`config.mk`:
```
export PLATFORM = sky130hd
export DESIGN_NAME = nest_irq_ctrl
export DESIGN_NICKNAME = d
export VERILOG_FILES = /design/src/rtl/nic_pkg.sv /design/src/rtl/nic_source.sv /design/src/rtl/nic_core.sv /design/src/rtl/nest_irq_ctrl.sv
export SDC_FILE = /design/constraint.sdc
export NUM_CORES = 1
export LEC_CHECK = 0
export BUFFER_PORTS_ARGS = -buffer_cell sky130_fd_sc_hd__buf_2
export CAP_MARGIN = 15
export CORE_ASPECT_RATIO = 0.7
export CORE_MARGIN = 8
export CORE_UTILIZATION = 25
export CTS_BUF_LIST = sky130_fd_sc_hd__clkbuf_4 sky130_fd_sc_hd__clkbuf_8
export CTS_CLUSTER_SIZE = 40
export DETAILED_ROUTE_END_ITERATION = 7
export REMOVE_ABC_BUFFERS = 1
export SLEW_MARGIN = 20
export SYNTH_ARGS = -nofsm -noshare
export SYNTH_HDL_FRONTEND = slang
export SYNTH_SLANG_ARGS = --single-unit
```
`constraint.sdc`:
```
create_clock -name clk -period 40.3 [get_ports clk]
set_input_delay 2.015 -clock clk [delete_from_list [all_inputs] [get_ports clk]]
set_output_delay 2.015 -clock clk [all_outputs]
set_load 0.05 [all_outputs]
```
`src/rtl/nic_pkg.sv`:
```
package nic_pkg;
    parameter int unsigned PRIO_W = 4;
    parameter int unsigned VEC_W  = 8;
    parameter int unsigned CORES  = 2;
    parameter int unsigned ADDR_W = 8;
    parameter int unsigned DATA_W = 32;

    localparam int unsigned LEVELS = 1 << PRIO_W;

    typedef struct packed {
        logic [CORES-1:0]  route;
        logic              edge_trig;
        logic              blocked;
        logic [PRIO_W-1:0] prio;
        logic [VEC_W-1:0]  vec;
    } src_cfg_t;

    localparam int unsigned CFG_W = $bits(src_cfg_t);
    localparam logic [VEC_W-1:0] SPURIOUS_VEC = '1;
    localparam src_cfg_t CFG_RESET = '{route: '0, edge_trig: 1'b0, blocked: 1'b1,
                                       prio: '0, vec: '0};
endpackage

```
`src/rtl/nic_source.sv`:
```
module nic_source
    import nic_pkg::*;
(
    input  logic     clk,
    input  logic     rst_n,
    input  logic     soft_rst,
    input  logic     cfg_wr,
    input  src_cfg_t cfg_wdata,
    input  logic     req,
    input  logic     taken,
    output src_cfg_t cfg_q,
    output logic     pending
);
    logic req_d;
    logic edge_pend;
    logic rise;

    assign rise = req & ~req_d;

    always_ff @(posedge clk) begin
        if (!rst_n || soft_rst) begin
            cfg_q     <= CFG_RESET;
            req_d     <= 1'b0;
            edge_pend <= 1'b0;
        end else begin
            if (cfg_wr) cfg_q <= cfg_wdata;
            req_d <= req;
            if (rise)       edge_pend <= 1'b1;
            else if (taken) edge_pend <= 1'b0;
        end
    end

    assign pending = cfg_q.edge_trig ? edge_pend : req;

    assert_edge_latch_R9: assert property (@(posedge clk) disable iff (!rst_n)
        rise && !soft_rst |=> edge_pend);

    assert_edge_clear_R9: assert property (@(posedge clk) disable iff (!rst_n)
        taken && !rise && !soft_rst |=> !edge_pend);

    assert_soft_reset_R12: assert property (@(posedge clk) disable iff (!rst_n)
        soft_rst |=> (cfg_q == CFG_RESET) && !edge_pend);
endmodule

```
`src/rtl/nic_core.sv`:
```
module nic_core
    import nic_pkg::*;
#(
    parameter int unsigned NUM_SRC  = 16,
    parameter int unsigned CORE_IDX = 0
) (
    input  logic              clk,
    input  logic              rst_n,
    input  logic              soft_rst,
    input  src_cfg_t          cfg [NUM_SRC],
    input  logic [NUM_SRC-1:0] pending,
    input  logic              tpr_wr,
    input  logic [PRIO_W-1:0] tpr_wdata,
    input  logic              ack,
    input  logic              eoi,
    output logic              irq,
    output logic [VEC_W-1:0]  ack_vec,
    output logic [NUM_SRC-1:0] grant,
    output logic [PRIO_W-1:0] tpr_q
);
    localparam int unsigned IDX_W = (NUM_SRC > 1) ? $clog2(NUM_SRC) : 1;

    typedef enum logic {CORE_QUIET, CORE_RAISED} core_state_e;

    core_state_e       state_q, state_d;
    logic [LEVELS-1:0] isv_q, isv_d;
    logic [PRIO_W-1:0] top_prio;
    logic [PRIO_W-1:0] best_prio;
    logic [IDX_W-1:0]  best_idx;
    logic              found;

    // highest priority currently in service (0 when empty)
    always_comb begin
        top_prio = '0;
        for (int p = 1; p < LEVELS; p++)
            if (isv_q[p]) top_prio = PRIO_W'(p);
    end

    // strict comparisons keep the lowest index on ties
    always_comb begin
        best_prio = '0;
        best_idx  = '0;
        found     = 1'b0;
        for (int i = 0; i < NUM_SRC; i++) begin
            if (pending[i] && !cfg[i].blocked && cfg[i].route[CORE_IDX] &&
                cfg[i].prio > tpr_q && cfg[i].prio > top_prio &&
                cfg[i].prio > best_prio) begin
                best_prio = cfg[i].prio;
                best_idx  = IDX_W'(i);
                found     = 1'b1;
            end
        end
    end

    always_comb begin
        ack_vec = found ? cfg[best_idx].vec : SPURIOUS_VEC;
        grant   = '0;
        if (ack && found) grant[best_idx] = 1'b1;
        isv_d = isv_q;
        if (eoi && top_prio != '0) isv_d[top_prio] = 1'b0;
        if (ack && found)          isv_d[best_prio] = 1'b1;
    end

    always_comb begin
        state_d = state_q;
        unique case (state_q)
            CORE_QUIET:  if (found)  state_d = CORE_RAISED;
            CORE_RAISED: if (!found) state_d = CORE_QUIET;
        endcase
    end

    always_ff @(posedge clk) begin
        if (!rst_n || soft_rst) begin
            state_q <= CORE_QUIET;
            isv_q   <= '0;
            tpr_q   <= '0;
        end else begin
            state_q <= state_d;
            isv_q   <= isv_d;
            if (tpr_wr) tpr_q <= tpr_wdata;
        end
    end

    always_comb irq = (state_q == CORE_RAISED);

    assert_grant_onehot_R5: assert property (@(posedge clk) disable iff (!rst_n)
        $onehot0(grant));

    assert_irq_follows_R4: assert property (@(posedge clk) disable iff (!rst_n)
        found && !soft_rst |=> irq);

    assert_nest_push_R6: assert property (@(posedge clk) disable iff (!rst_n)
        ack && found && !eoi && !soft_rst |=> top_prio > $past(top_prio));

    assert_eoi_pop_R7: assert property (@(posedge clk) disable iff (!rst_n)
        eoi && !ack && !soft_rst && isv_q != '0
        |=> $countones(isv_q) == $countones($past(isv_q)) - 1);

    assert_spurious_still_R8: assert property (@(posedge clk) disable iff (!rst_n)
        ack && !found && !eoi && !soft_rst |=> $stable(isv_q));
endmodule

```
`src/rtl/nest_irq_ctrl.sv`:
```
module nest_irq_ctrl
    import nic_pkg::*;
#(
    parameter int unsigned NUM_EXT = 12,
    parameter int unsigned NUM_INT = 4
) (
    input  logic                   clk,
    input  logic                   rst_n,
    input  logic [NUM_EXT-1:0]     irq_ext,
    input  logic [NUM_INT-1:0]     irq_int,
    input  logic                   cfg_we,
    input  logic [ADDR_W-1:0]      cfg_addr,
    input  logic [DATA_W-1:0]      cfg_wdata,
    output logic [DATA_W-1:0]      cfg_rdata,
    input  logic [CORES-1:0]       core_ack,
    input  logic [CORES-1:0]       core_eoi,
    output logic [CORES-1:0]       core_irq,
    output logic [CORES*VEC_W-1:0] core_vec
);
    localparam int unsigned NUM_SRC  = NUM_EXT + NUM_INT;
    localparam int unsigned GCR_ADDR = 0;
    localparam int unsigned TPR_BASE = 4;
    localparam int unsigned CFG_BASE = 16;

    logic               soft_rst;
    logic [NUM_SRC-1:0] req_all;
    logic [NUM_SRC-1:0] pending;
    logic [NUM_SRC-1:0] taken;
    logic [NUM_SRC-1:0] grant [CORES];
    logic [PRIO_W-1:0]  tpr   [CORES];
    src_cfg_t           cfg   [NUM_SRC];
    logic               unused_wdata_bits;

    assign soft_rst          = cfg_we && cfg_addr == ADDR_W'(GCR_ADDR) && cfg_wdata[0];
    assign req_all           = {irq_int, irq_ext};
    assign unused_wdata_bits = ^cfg_wdata[DATA_W-1:CFG_W];

    always_comb begin
        taken = '0;
        for (int c = 0; c < CORES; c++) taken = taken | grant[c];
    end

    for (genvar i = 0; i < NUM_SRC; i++) begin : g_src
        nic_source u_src (
            .clk      (clk),
            .rst_n    (rst_n),
            .soft_rst (soft_rst),
            .cfg_wr   (cfg_we && cfg_addr == ADDR_W'(CFG_BASE + i)),
            .cfg_wdata(src_cfg_t'(cfg_wdata[CFG_W-1:0])),
            .req      (req_all[i]),
            .taken    (taken[i]),
            .cfg_q    (cfg[i]),
            .pending  (pending[i])
        );
    end

    for (genvar c = 0; c < CORES; c++) begin : g_core
        nic_core #(.NUM_SRC(NUM_SRC), .CORE_IDX(c)) u_core (
            .clk      (clk),
            .rst_n    (rst_n),
            .soft_rst (soft_rst),
            .cfg      (cfg),
            .pending  (pending),
            .tpr_wr   (cfg_we && cfg_addr == ADDR_W'(TPR_BASE + c)),
            .tpr_wdata(cfg_wdata[PRIO_W-1:0]),
            .ack      (core_ack[c]),
            .eoi      (core_eoi[c]),
            .irq      (core_irq[c]),
            .ack_vec  (core_vec[c*VEC_W +: VEC_W]),
            .grant    (grant[c]),
            .tpr_q    (tpr[c])
        );
    end

    always_comb begin
        cfg_rdata = '0;
        for (int i = 0; i < NUM_SRC; i++)
            if (cfg_addr == ADDR_W'(CFG_BASE + i)) cfg_rdata[CFG_W-1:0] = cfg[i];
        for (int c = 0; c < CORES; c++)
            if (cfg_addr == ADDR_W'(TPR_BASE + c)) cfg_rdata[PRIO_W-1:0] = tpr[c];
    end
endmodule

```
## Word-level counts from Yosys, hierarchy flattened

Index checks and enable logic that the tools add are counted.

- Logic and storage cells: 715
- Bits in registers: 330
- Output and inout port bits: 50
- Input bits: 63

- Muxes and demuxes: 218
- Equal/unequal tests: 18
- Bitwise gates (word level): 41
- Reduce and logical (&&, ||, !) cells: 211
- Order comparisons: 109

Operator list:

| cell | count |
|---|---|
| $gt 4x4->1 | 94 |
| $mux 16 | 22 |
| $mux 4 | 78 |
| $logic_and 1x1->1 | 174 |
| $bmux 16 s4 | 2 |
| $eq 8x5->1 const B | 16 |
| $mux 1 | 92 |
| $mux 8 | 6 |
| $or 16x16->16 | 3 |
| $and 16x16->16 | 2 |
| $not 16->16 | 2 |
| $reduce_bool 2->1 | 16 |
| $lt 4x5->1 const B | 6 |
| $demux 1 s4 | 6 |
| $ge 4x1->1 const B | 6 |
| $mux 3 | 8 |
| $logic_not 1->1 | 17 |
| $and 1x1->1 | 16 |
| $eq 8x3->1 const B | 2 |
| $not 1->1 | 16 |
| $ge 5x5->1 const B | 2 |
| $not 4->5 | 2 |
| $logic_not 8->1 | 1 |
| $mux 2 | 4 |
| 3 further kinds | 4 |

## Logic depth before layout (Yosys ltp)

Gate-level depths: netlist of run 1.

- Depth after elaboration: 72
- Mapped depth: 163
- Mapped depth without buffers: 157

## By module

Synthesis of run 1 repeated with hierarchy kept, for this count alone.

- Cells, all modules: 3708
- Area total of the unflattened synthesis: 30860.8 µm²

By module, submodules not included:

| module | instances | sequential area each (µm²) | area an instance (µm²) | cells an instance |
|---|---|---|---|---|
| nic_source | 16 | 360.3 | 675.6 | 62 |
| nic_core at g_core[1].u_core | 1 | 400.4 | 8647.0 | 1171 |
| nic_core at g_core[0].u_core | 1 | 400.4 | 8405.6 | 1153 |
| nest_irq_ctrl | 1 | 0.0 | 2997.9 | 392 |

## Worst setup path after synthesis of run 1

Ideal clock, no wire load.

- Path kind: reg2out
- From: register g_core[0].u_core.isv_q[3]
- To: output port core_vec[3]
- Stages on the path, launching flop included: 146
- Data required time: 38.285 ns
- Path buffers: 5
- Data arrival time: 28.682 ns
- Path slack: 9.603 ns
- Cell sequence: dfxtp_1 -> nor2_1 -> nor3_1 -> nor3_1 -> nor3_1 -> nor3_1 -> nor3_1 -> nor3_1 -> ha_1 -> nor2b_1 -> o211ai_1 -> a22oi_1 -> and4_1 -> nand2_1 -> ha_1 -> nor2b_1 -> o211ai_1 -> a22oi_2 -> [110 not listed] -> o22ai_1 -> nor4_1 -> clkbuf_1 -> mux2i_1 -> ha_1 -> nor2b_1 -> o21a_1 -> o21a_1 -> o22ai_1 -> nor4_1 -> nor2_1 -> o211ai_2 -> nor2b_1 -> clkbuf_1 -> and2_0 -> a22o_1 -> a221oi_1 -> o2111ai_1

- Cells in the longest elaborated chain, start to end: 67
- Elaborated cells on any way between the ends: 127
- Those cells by class: 31 x order compare; 63 x mux; 1 x bitwise; 32 x reduce/logical

Ends and longest elaborated chain:

| element | line | RTL |
|---|---|---|
| from (decl) | nic_core.sv:26 | `logic [LEVELS-1:0] isv_q, isv_d;` |
| from (signal assigned) | nic_core.sv:79 | `isv_q <= isv_d;` |
| $mux 4 * (13 in series) | nic_core.sv:36 | `if (isv_q[p]) top_prio = PRIO_W'(p);` |
| $gt 4x4->1 | nic_core.sv:46 | `cfg[i].prio > tpr_q && cfg[i].prio > top_prio &&` |
| $logic_and 1x1->1 (2 in series) | nic_core.sv:46 |  |
| $mux 4 | nic_core.sv:45 | `if (pending[i] && !cfg[i].blocked && cfg[i].route[CORE_IDX] &&` |
| $gt 4x4->1 | nic_core.sv:47 | `cfg[i].prio > best_prio) begin` |
| $logic_and 1x1->1 | nic_core.sv:46 |  |
| $mux 4 | nic_core.sv:45 |  |
| $gt 4x4->1 | nic_core.sv:47 |  |
| [37 not listed] | - |  |
| $mux 4 | nic_core.sv:45 |  |
| $gt 4x4->1 | nic_core.sv:47 |  |
| $logic_and 1x1->1 | nic_core.sv:46 |  |
| $mux 4 | nic_core.sv:45 |  |
| $not 4->5 (implied by the code) | nic_core.sv:56 | `ack_vec = found ? cfg[best_idx].vec : SPURIOUS_VEC;` |
| $bmux 16 s4 | nic_core.sv:56 |  |
| $mux 8 (implied by the code) (2 in series) | nic_core.sv:56 |  |
| $mux 8 * | nic_core.sv:56 |  |
| to (decl) | nest_irq_ctrl.sv:18 | `output logic [CORES*VEC_W-1:0] core_vec` |

Every way passes the cells marked *; elsewhere a longest branch is shown, timed or not. The select of a mux whose other input is x is not followed.

## Final worst setup path of run 1

- From: register g_core[0].u_core.isv_q[2]
- To: output port core_vec[2]

- Cells in the longest elaborated chain, start to end: 68
- Elaborated cells on any way between the ends: 128
- Those cells by class: 31 x order compare; 64 x mux; 1 x bitwise; 32 x reduce/logical

Ends and longest elaborated chain:

| element | line |
|---|---|
| $mux 4 * (14 in series) | nic_core.sv:36 |
| $gt 4x4->1 | nic_core.sv:46 |
| $logic_and 1x1->1 (2 in series) | nic_core.sv:46 |
| $mux 4 | nic_core.sv:45 |
| $gt 4x4->1 | nic_core.sv:47 |
| $logic_and 1x1->1 | nic_core.sv:46 |
| $mux 4 | nic_core.sv:45 |
| $gt 4x4->1 | nic_core.sv:47 |
| [37 not listed] | - |
| $mux 4 | nic_core.sv:45 |
| $gt 4x4->1 | nic_core.sv:47 |
| $logic_and 1x1->1 | nic_core.sv:46 |
| $mux 4 | nic_core.sv:45 |
| $not 4->5 (implied by the code) | nic_core.sv:56 |
| $bmux 16 s4 | nic_core.sv:56 |
| $mux 8 (implied by the code) (2 in series) | nic_core.sv:56 |
| $mux 8 * | nic_core.sv:56 |

Marks and branches as above.

==> results of run 1 <==
## cells by family after synthesis
| logic type | share of synthesized area |
|---|---|
| AND/OR/NAND/NOR | 0.239 |
| AO/OA/AOI/OAI | 0.251 |
| buffers and inverters | 0.0545 |
| adder cells (fa/ha/maj) | 0.158 |
| flip-flops | 0.233 |
| multiplexers | 0.0629 |
| XOR/XNOR | 0.00279 |
| other | 0.000133 |
## cell usage in the layout, fill, tap and decap left out, types with 80 or more instances in the layout
master   count
nand3_1     97
ha_1       352
nor2_1     144
o21ai_0    136
mux2i_1     95
dfxtp_1    328
nand2_1    714
inv_1      175
nand4_1    135
buf_2       80
a21oi_1    395
## metal layers
metal,part of all wire,global-route usage,up-vias
met5,0.00022,0,-
met4,0.031,0.0533,4
met3,0.14,0.0605,247
met2,0.38,0.251,1855
met1,0.45,0.285,14400
li1,-,-,13800
## cell type report
cell class / instances / area [sq um] / share of cell area
diodes: 4 / 10.0 / 0.000319
clock buffers: 70 / 895 / 0.0285
clock inverters: 13 / 160 / 0.00510
inverters: 175 / 657 / 0.0209
multi-input cells: 3047 / 20300 / 0.646
flip-flops and latches: 328 / 6570 / 0.209
well taps: 1522 / 1900 / 0.0606
repair buffers: 145 / 928 / 0.0296
## registers in the layout (all words and copies together) (netlist names)
register	cells
g_core.u_core.irq	2
g_src.u_src.cfg_q	256
g_core.u_core.tpr_q	8
g_src.u_src.edge_pend	16
g_core.u_core.isv_q	30
g_src.u_src.req_d	16
## cells in the mapped netlist (9+ instances only)
cell type	n
nand2_1	714
a21oi_1	397
ha_1	352
dfxtp_1	328
clkbuf_1	177
inv_1	175
nor2_1	152
o21ai_0	138
nand4_1	135
nand3_1	97
mux2i_1	95
nor2b_1	78
o211ai_1	67
nand2b_1	58
nor3_1	56
a22oi_1	51
o22ai_1	45
o21a_1	39
a221oi_1	34
mux2_2	32
and2_1	30
a21o_1	29
a31oi_1	26
a211oi_1	23
a22o_1	20
buf_4	19
nor4_1	19
a222oi_1	18
and3_1	18
a221o_1	17
o31ai_1	17
o21ai_1	16
or3_1	16
o2111ai_1	15
mux4_2	14
or2_2	13
a211o_1	11
o211a_1	11
or4_1	10
buf_1	9
## power by group through the flow
stage | Combinational (W) | Sequential [W] | Clock (W)
6_report | 0.0000343 | 0.000328 | 0.000314
3_3_place_gp | 0.0000325 | 0.000336 | 0
3_5_place_dp | 0.0000328 | 0.000336 | 0
2_1_floorplan | 0.0000155 | 0.000335 | 0
5_1_grt | 0.0000356 | 0.000329 | 0.000329
4_1_cts | 0.0000328 | 0.000328 | 0.000312
## how the worst max path moves through the flow
stage                                   start     endpoint
floorplan           g_core[0].u_core.isv_q[3]  core_vec[0]
global placement                   irq_ext[0]  core_vec[2]
detailed placement                 irq_ext[0]  core_vec[2]
CTS                 g_core[0].u_core.isv_q[2]  core_vec[2]
global route        g_core[0].u_core.isv_q[2]  core_vec[2]
finish              g_core[0].u_core.isv_q[2]  core_vec[2]
## metrics by stage
step                total power (W)  cells  hold WS [ns]
global placement           0.000368   5215         0.390
CTS                        0.000673   5298         0.404
finish                     0.000677   5304         0.407
floorplan                  0.000351   3550         0.388
global route               0.000693   5303         0.416
detailed placement         0.000369   5215         0.395
==> metrics, run 1 <==
status=finished, final reports clean; # H-tree levels=2; Max Cap Violations=0; crit share post-route=0.888; cts hold-fix bufs=0; asr flop ratio synth=0; share of the yosys chip area belonging to registers=0.233; # port buffers=80; Seq pwr share=0.485; DR vias=30300; Die Ht=297 um; Initial Utilization=0.251; layout cell share with drive strength beyond 1=0.0945; R2R cell count=147; Placer Congestion=1.01; Final ANT Viol Nets=0; synthesis-to-finish area growth=11.2%; DP Area=30300 sq um; total grt overflow=0; CP required=38.28 ns; syn_area_per_cell=~7.5 sq um; filler instances=approximately 12000; worst-margin pin slew=1.23 ns; post-CTS sizing=0; RSZ-0062 raised after global routing=false; Netlist cell types=106; netlist area before placement=28200 sq um; final hold viol count=0; CP delay by family, top=compound AO/OA/AOI/OAI gates; # rows=103; critical path peak fanout=19; Setup crit start kind=register; global-route wire length before repair=182000 um; number of enable flip-flop cells after synthesis=0; reg-to-reg critical path startpoint=g_core[0].u_core.isv_q[2]; final setup vio count=0; setup slack at placement=5.47 ns; Comb pwr share=0.051; HPWL Detailed=93400 um; Synth area leaders=dfxtp_1 (23%), ha_1 (16%), nand2_1 (9.5%); WP data arrival=33.75 ns; I/O pin total=113; Global Route Usage Sum=0.189; Worst VDD drop=22.6 uV; critical path class=register to primary output; largest area contributor in the netlist=dfxtp_1; Final Max Tran Viols=0; critical path depth=150; DRC Markers=0; worst r2r dst=g_src[5].u_src.edge_pend; Post-Syn Instances=3748; drt pass-1 iters=7; Slew Limit Headroom=0.179; Worst-path clk slew=around 0.08 ns; Cell Int Power=0.000496 W; Num CTS Buffers=48; Crit-path slowest cell=nor3b_2; die area=124000 sq um; Clock Sinks=~330; vias in the first global route=27300; Die X=418 um; r2r setup slk=roughly 8 ns; WHS Endpoint=g_src[4].u_src.edge_pend; Max Freq=approximately 28 MHz; Yosys top cell area share=0.233; synthesis-stage register bit count=328; final setup TNS=0 ns; buffer and inverter count on the worst path=17; pwr/cell area=approximately 22 nW/um^2; Worst Skew=0.0847 ns; Total Wirelength=about 120000 um; P_sw=0.000181 W; Setup Fix Bufs, Post-CTS=0; Hold Crit Depth=1; WL per Instance=23.5 um; CP Capture Type=primary output; P_leak=11.6 nW; final setup margin=~4.5 ns; post-route cell area=31400 sq um; NumNets Final=4160; clk buf depth=3; ys flop type=dfxtp_1; total number of yosys warnings=0; Clock Tree Root=clkbuf_8; clock group share of total power=0.464; Core Footprint=112000 sq um; Via density=approximately 5.7; most used cell, CP=ha_1; switch share=0.267; TritonCTS clock tree=built; Layout Utilization=0.279; Worst Hold Class=register to register; hold_sp=g_src[4].u_src.req_d; Skew-Pair Late Insertion Delay=about 0.7 ns; slowest stage delay, CP=0.76 ns; pin count of the biggest net entering global routing=206; fin crit period=35.77 ns; initial antenna violation count=11; Initial DRC Count=4618
(Power assumes the default switching activity.)
==> inputs of run 2 (changes only) <==
--- a/config.mk
+++ b/config.mk
@@ -7,13 +7,17 @@
 export LEC_CHECK = 0
 export BUFFER_PORTS_ARGS = -buffer_cell sky130_fd_sc_hd__buf_2
 export CAP_MARGIN = 15
+export CELL_PAD_IN_SITES_DETAIL_PLACEMENT = 1
+export CELL_PAD_IN_SITES_GLOBAL_PLACEMENT = 2
 export CORE_ASPECT_RATIO = 0.7
 export CORE_MARGIN = 8
 export CORE_UTILIZATION = 25
 export CTS_BUF_LIST = sky130_fd_sc_hd__clkbuf_4 sky130_fd_sc_hd__clkbuf_8
 export CTS_CLUSTER_SIZE = 40
 export DETAILED_ROUTE_END_ITERATION = 7
+export PLACE_DENSITY_LB_ADDON = 0.1
 export REMOVE_ABC_BUFFERS = 1
+export SKIP_CTS_REPAIR_TIMING = 1
 export SLEW_MARGIN = 20
 export SYNTH_ARGS = -nofsm -noshare
 export SYNTH_HDL_FRONTEND = slang
==> run 2 against run 1 <==
Core utilization is 0.26 points higher. Final cell count grew 0.60%. Hold slack worse by 0.0016 ns. Count of clock-buffer cells in the layout increased by 18. Clock power increased by 12%. Clock skew shrank 0.033 ns. Largest cell class unchanged.
==> metrics, run 2 (synthesis results as in run 1) <==
Setup crit start kind=register; layout cell share with drive strength beyond 1=0.104 (+0.00960); Clock Sinks=328 (unchanged); post-route cell area=31700 sq um (+0.95%); status=finished, final reports clean; P_leak=11.8 nW (+1.8%); Global Route Usage Sum=0.240 (+0.0510); final hold viol count=0 (unchanged); Final Max Tran Viols=0 (unchanged); slowest stage delay, CP=0.93 ns (+0.17 ns); WL per Instance=29.1 um (+24%); I/O pin total=113 (unchanged); pwr/cell area=22.6 nW/um^2 (+5.0%); most used cell, CP=ha_1; Clock Tree Root=clkbuf_8; Worst VDD drop=20.1 uV (-11%); Finished Layout Cells=5336 (+0.60%); setup slack at placement=4.22 ns (-1.24 ns); worst hold slack=0.405 ns (-0.00156 ns); clock group share of total power=0.489 (+0.025); CP Capture Type=primary output; Comb pwr share=0.053 (+0.002); Initial DRC Count=2889 (-37%); Skew-Pair Late Insertion Delay=0.71 ns (+0.02 ns); fin crit period=36.96 ns (+1.19 ns); filler instances=13600 (+11%); CP required=38.28 ns (about the same); Max Cap Violations=0 (unchanged); Num CTS Buffers=56 (+17%); DP Area=30500 sq um (+0.65%); Total Wirelength=155000 um (+24%); total grt overflow=0 (unchanged); Max Freq=27.1 MHz (-3.2%); final setup TNS=0 ns (unchanged); vias in the first global route=29200 (+7.3%); NumNets Final=4187 (+0.65%); clk buf depth=3 (unchanged); Die X=418 um (unchanged); Regs by FF count=g_src.u_src.cfg_q (256), g_core.u_core.isv_q (30); crit share post-route=0.917 (+0.0296); Placer Congestion=0.880 (-13%); DR vias=29800 (-1.6%); HPWL Detailed=116000 um (+25%); Via density=5.58 (-2.2%); synthesis-to-finish area growth=12.3%; most frequent cells in the layout=nand2_1 (714), a21oi_1 (395), ha_1 (352); RSZ-0062 raised after global routing=false; most common cell after layout, fill and taps aside=nand2_1; Die Ht=297 um (unchanged); P_sw=0.000197 W (+9.1%); Initial Utilization=0.251 (unchanged); pin count of the biggest net entering global routing=159 (-23%); worst-margin pin slew=1.26 ns (+0.0336 ns); n_diodes=0 (-4); Cell Int Power=0.000520 W (+4.9%); Crit-path slowest cell=nor3_2; Worst Skew=0.0514 ns (-0.0333 ns); critical path peak fanout=19 (unchanged); placed insts=5236 (+0.40%); max reg flops=256 (unchanged); Worst Hold Class=register to register; drt pass-1 iters=6 (-1); final setup vio count=0 (unchanged); Reg with most FFs=g_src.u_src.cfg_q; global-route wire length before repair=221000 um (+21%); DRC Markers=0 (unchanged); # rows=103 (unchanged); critical path class=register to primary output; # port buffers=80 (unchanged); die area=124000 sq um (unchanged); WP data arrival=34.95 ns (+1.20 ns); # H-tree levels=2 (unchanged); switch share=0.275 (+0.00782); Slew Limit Headroom=0.157 (-0.0224); Seq pwr share=0.458 (-0.027); Worst-path clk slew=0.07 ns (about the same); initial antenna violation count=9 (-2); TritonCTS clock tree=built; Core Footprint=112000 sq um (unchanged); final setup margin=3.34 ns (-1.19 ns); Final ANT Viol Nets=0 (unchanged)
run 2: final cells by class:
class | instances | area, sq um | area share
clock buffers | 88 | 1100 | 0.0348
multi-input cells | 3047 | 20300 | 0.641
well taps | 1522 | 1900 | 0.0601
clock inverters | 12 | 114 | 0.00359
repair buffers | 164 | 1040 | 0.0329
inverters | 175 | 657 | 0.0207
flip-flops and latches | 328 | 6570 | 0.207
run 2: final timing paths:
path / depth (start not counted) / slack (ns) / start / endpoint
max: 137 / 3.34 / g_core[0].u_core.isv_q[4] / core_vec[2]
max reg2reg: 137 / 5.84 / g_core[0].u_core.isv_q[4] / g_core[0].u_core.isv_q[1]
min reg2reg: 1 / 0.40 / g_src[3].u_src.req_d / g_src[3].u_src.edge_pend
min: 1 / 0.40 / g_src[3].u_src.req_d / g_src[3].u_src.edge_pend
run 2: critical path: cells and delay by family, from the launching register on:
family / cells / cell delay [ns]
AOI/OAI and AO/OA: 58 / 14.17
and+or+nand+nor: 39 / 9.27
adders and majority gates: 17 / 4.90
muxes: 9 / 3.24
buffers and inverters: 14 / 2.16
DFF: 1 / 0.41
run 2: routing by layer:
metal / GRT usage / up-vias / share of wire
li1: - / 13900 / -
met4: 0.0406 / 0 / 0.017
met1: 0.380 / 14900 / 0.53
met5: 0 / - / 0
met3: 0.0368 / 143 / 0.061
met2: 0.339 / 875 / 0.40
run 2: through the flow:
stage | utilization | power (W)
2_1_floorplan | - | 0.000351
3_3_place_gp | 0.271 | 0.000373
3_5_place_dp | 0.271 | 0.000373
4_1_cts | 0.282 | 0.000724
5_1_grt | 0.282 | 0.000740
6_report | 0.282 | 0.000717
run 2: power by group through the flow:
| stage | sequential (W) | clock, W | combinational [W] |
|---|---|---|---|
| global placement | 0.000336 | 0 | 0.0000373 |
| detailed placement | 0.000336 | 0 | 0.0000372 |
| global route | 0.000329 | 0.000371 | 0.0000397 |
| finish | 0.000329 | 0.000351 | 0.0000377 |
| floorplan | 0.000335 | 0 | 0.0000155 |
| CTS | 0.000329 | 0.000357 | 0.0000373 |
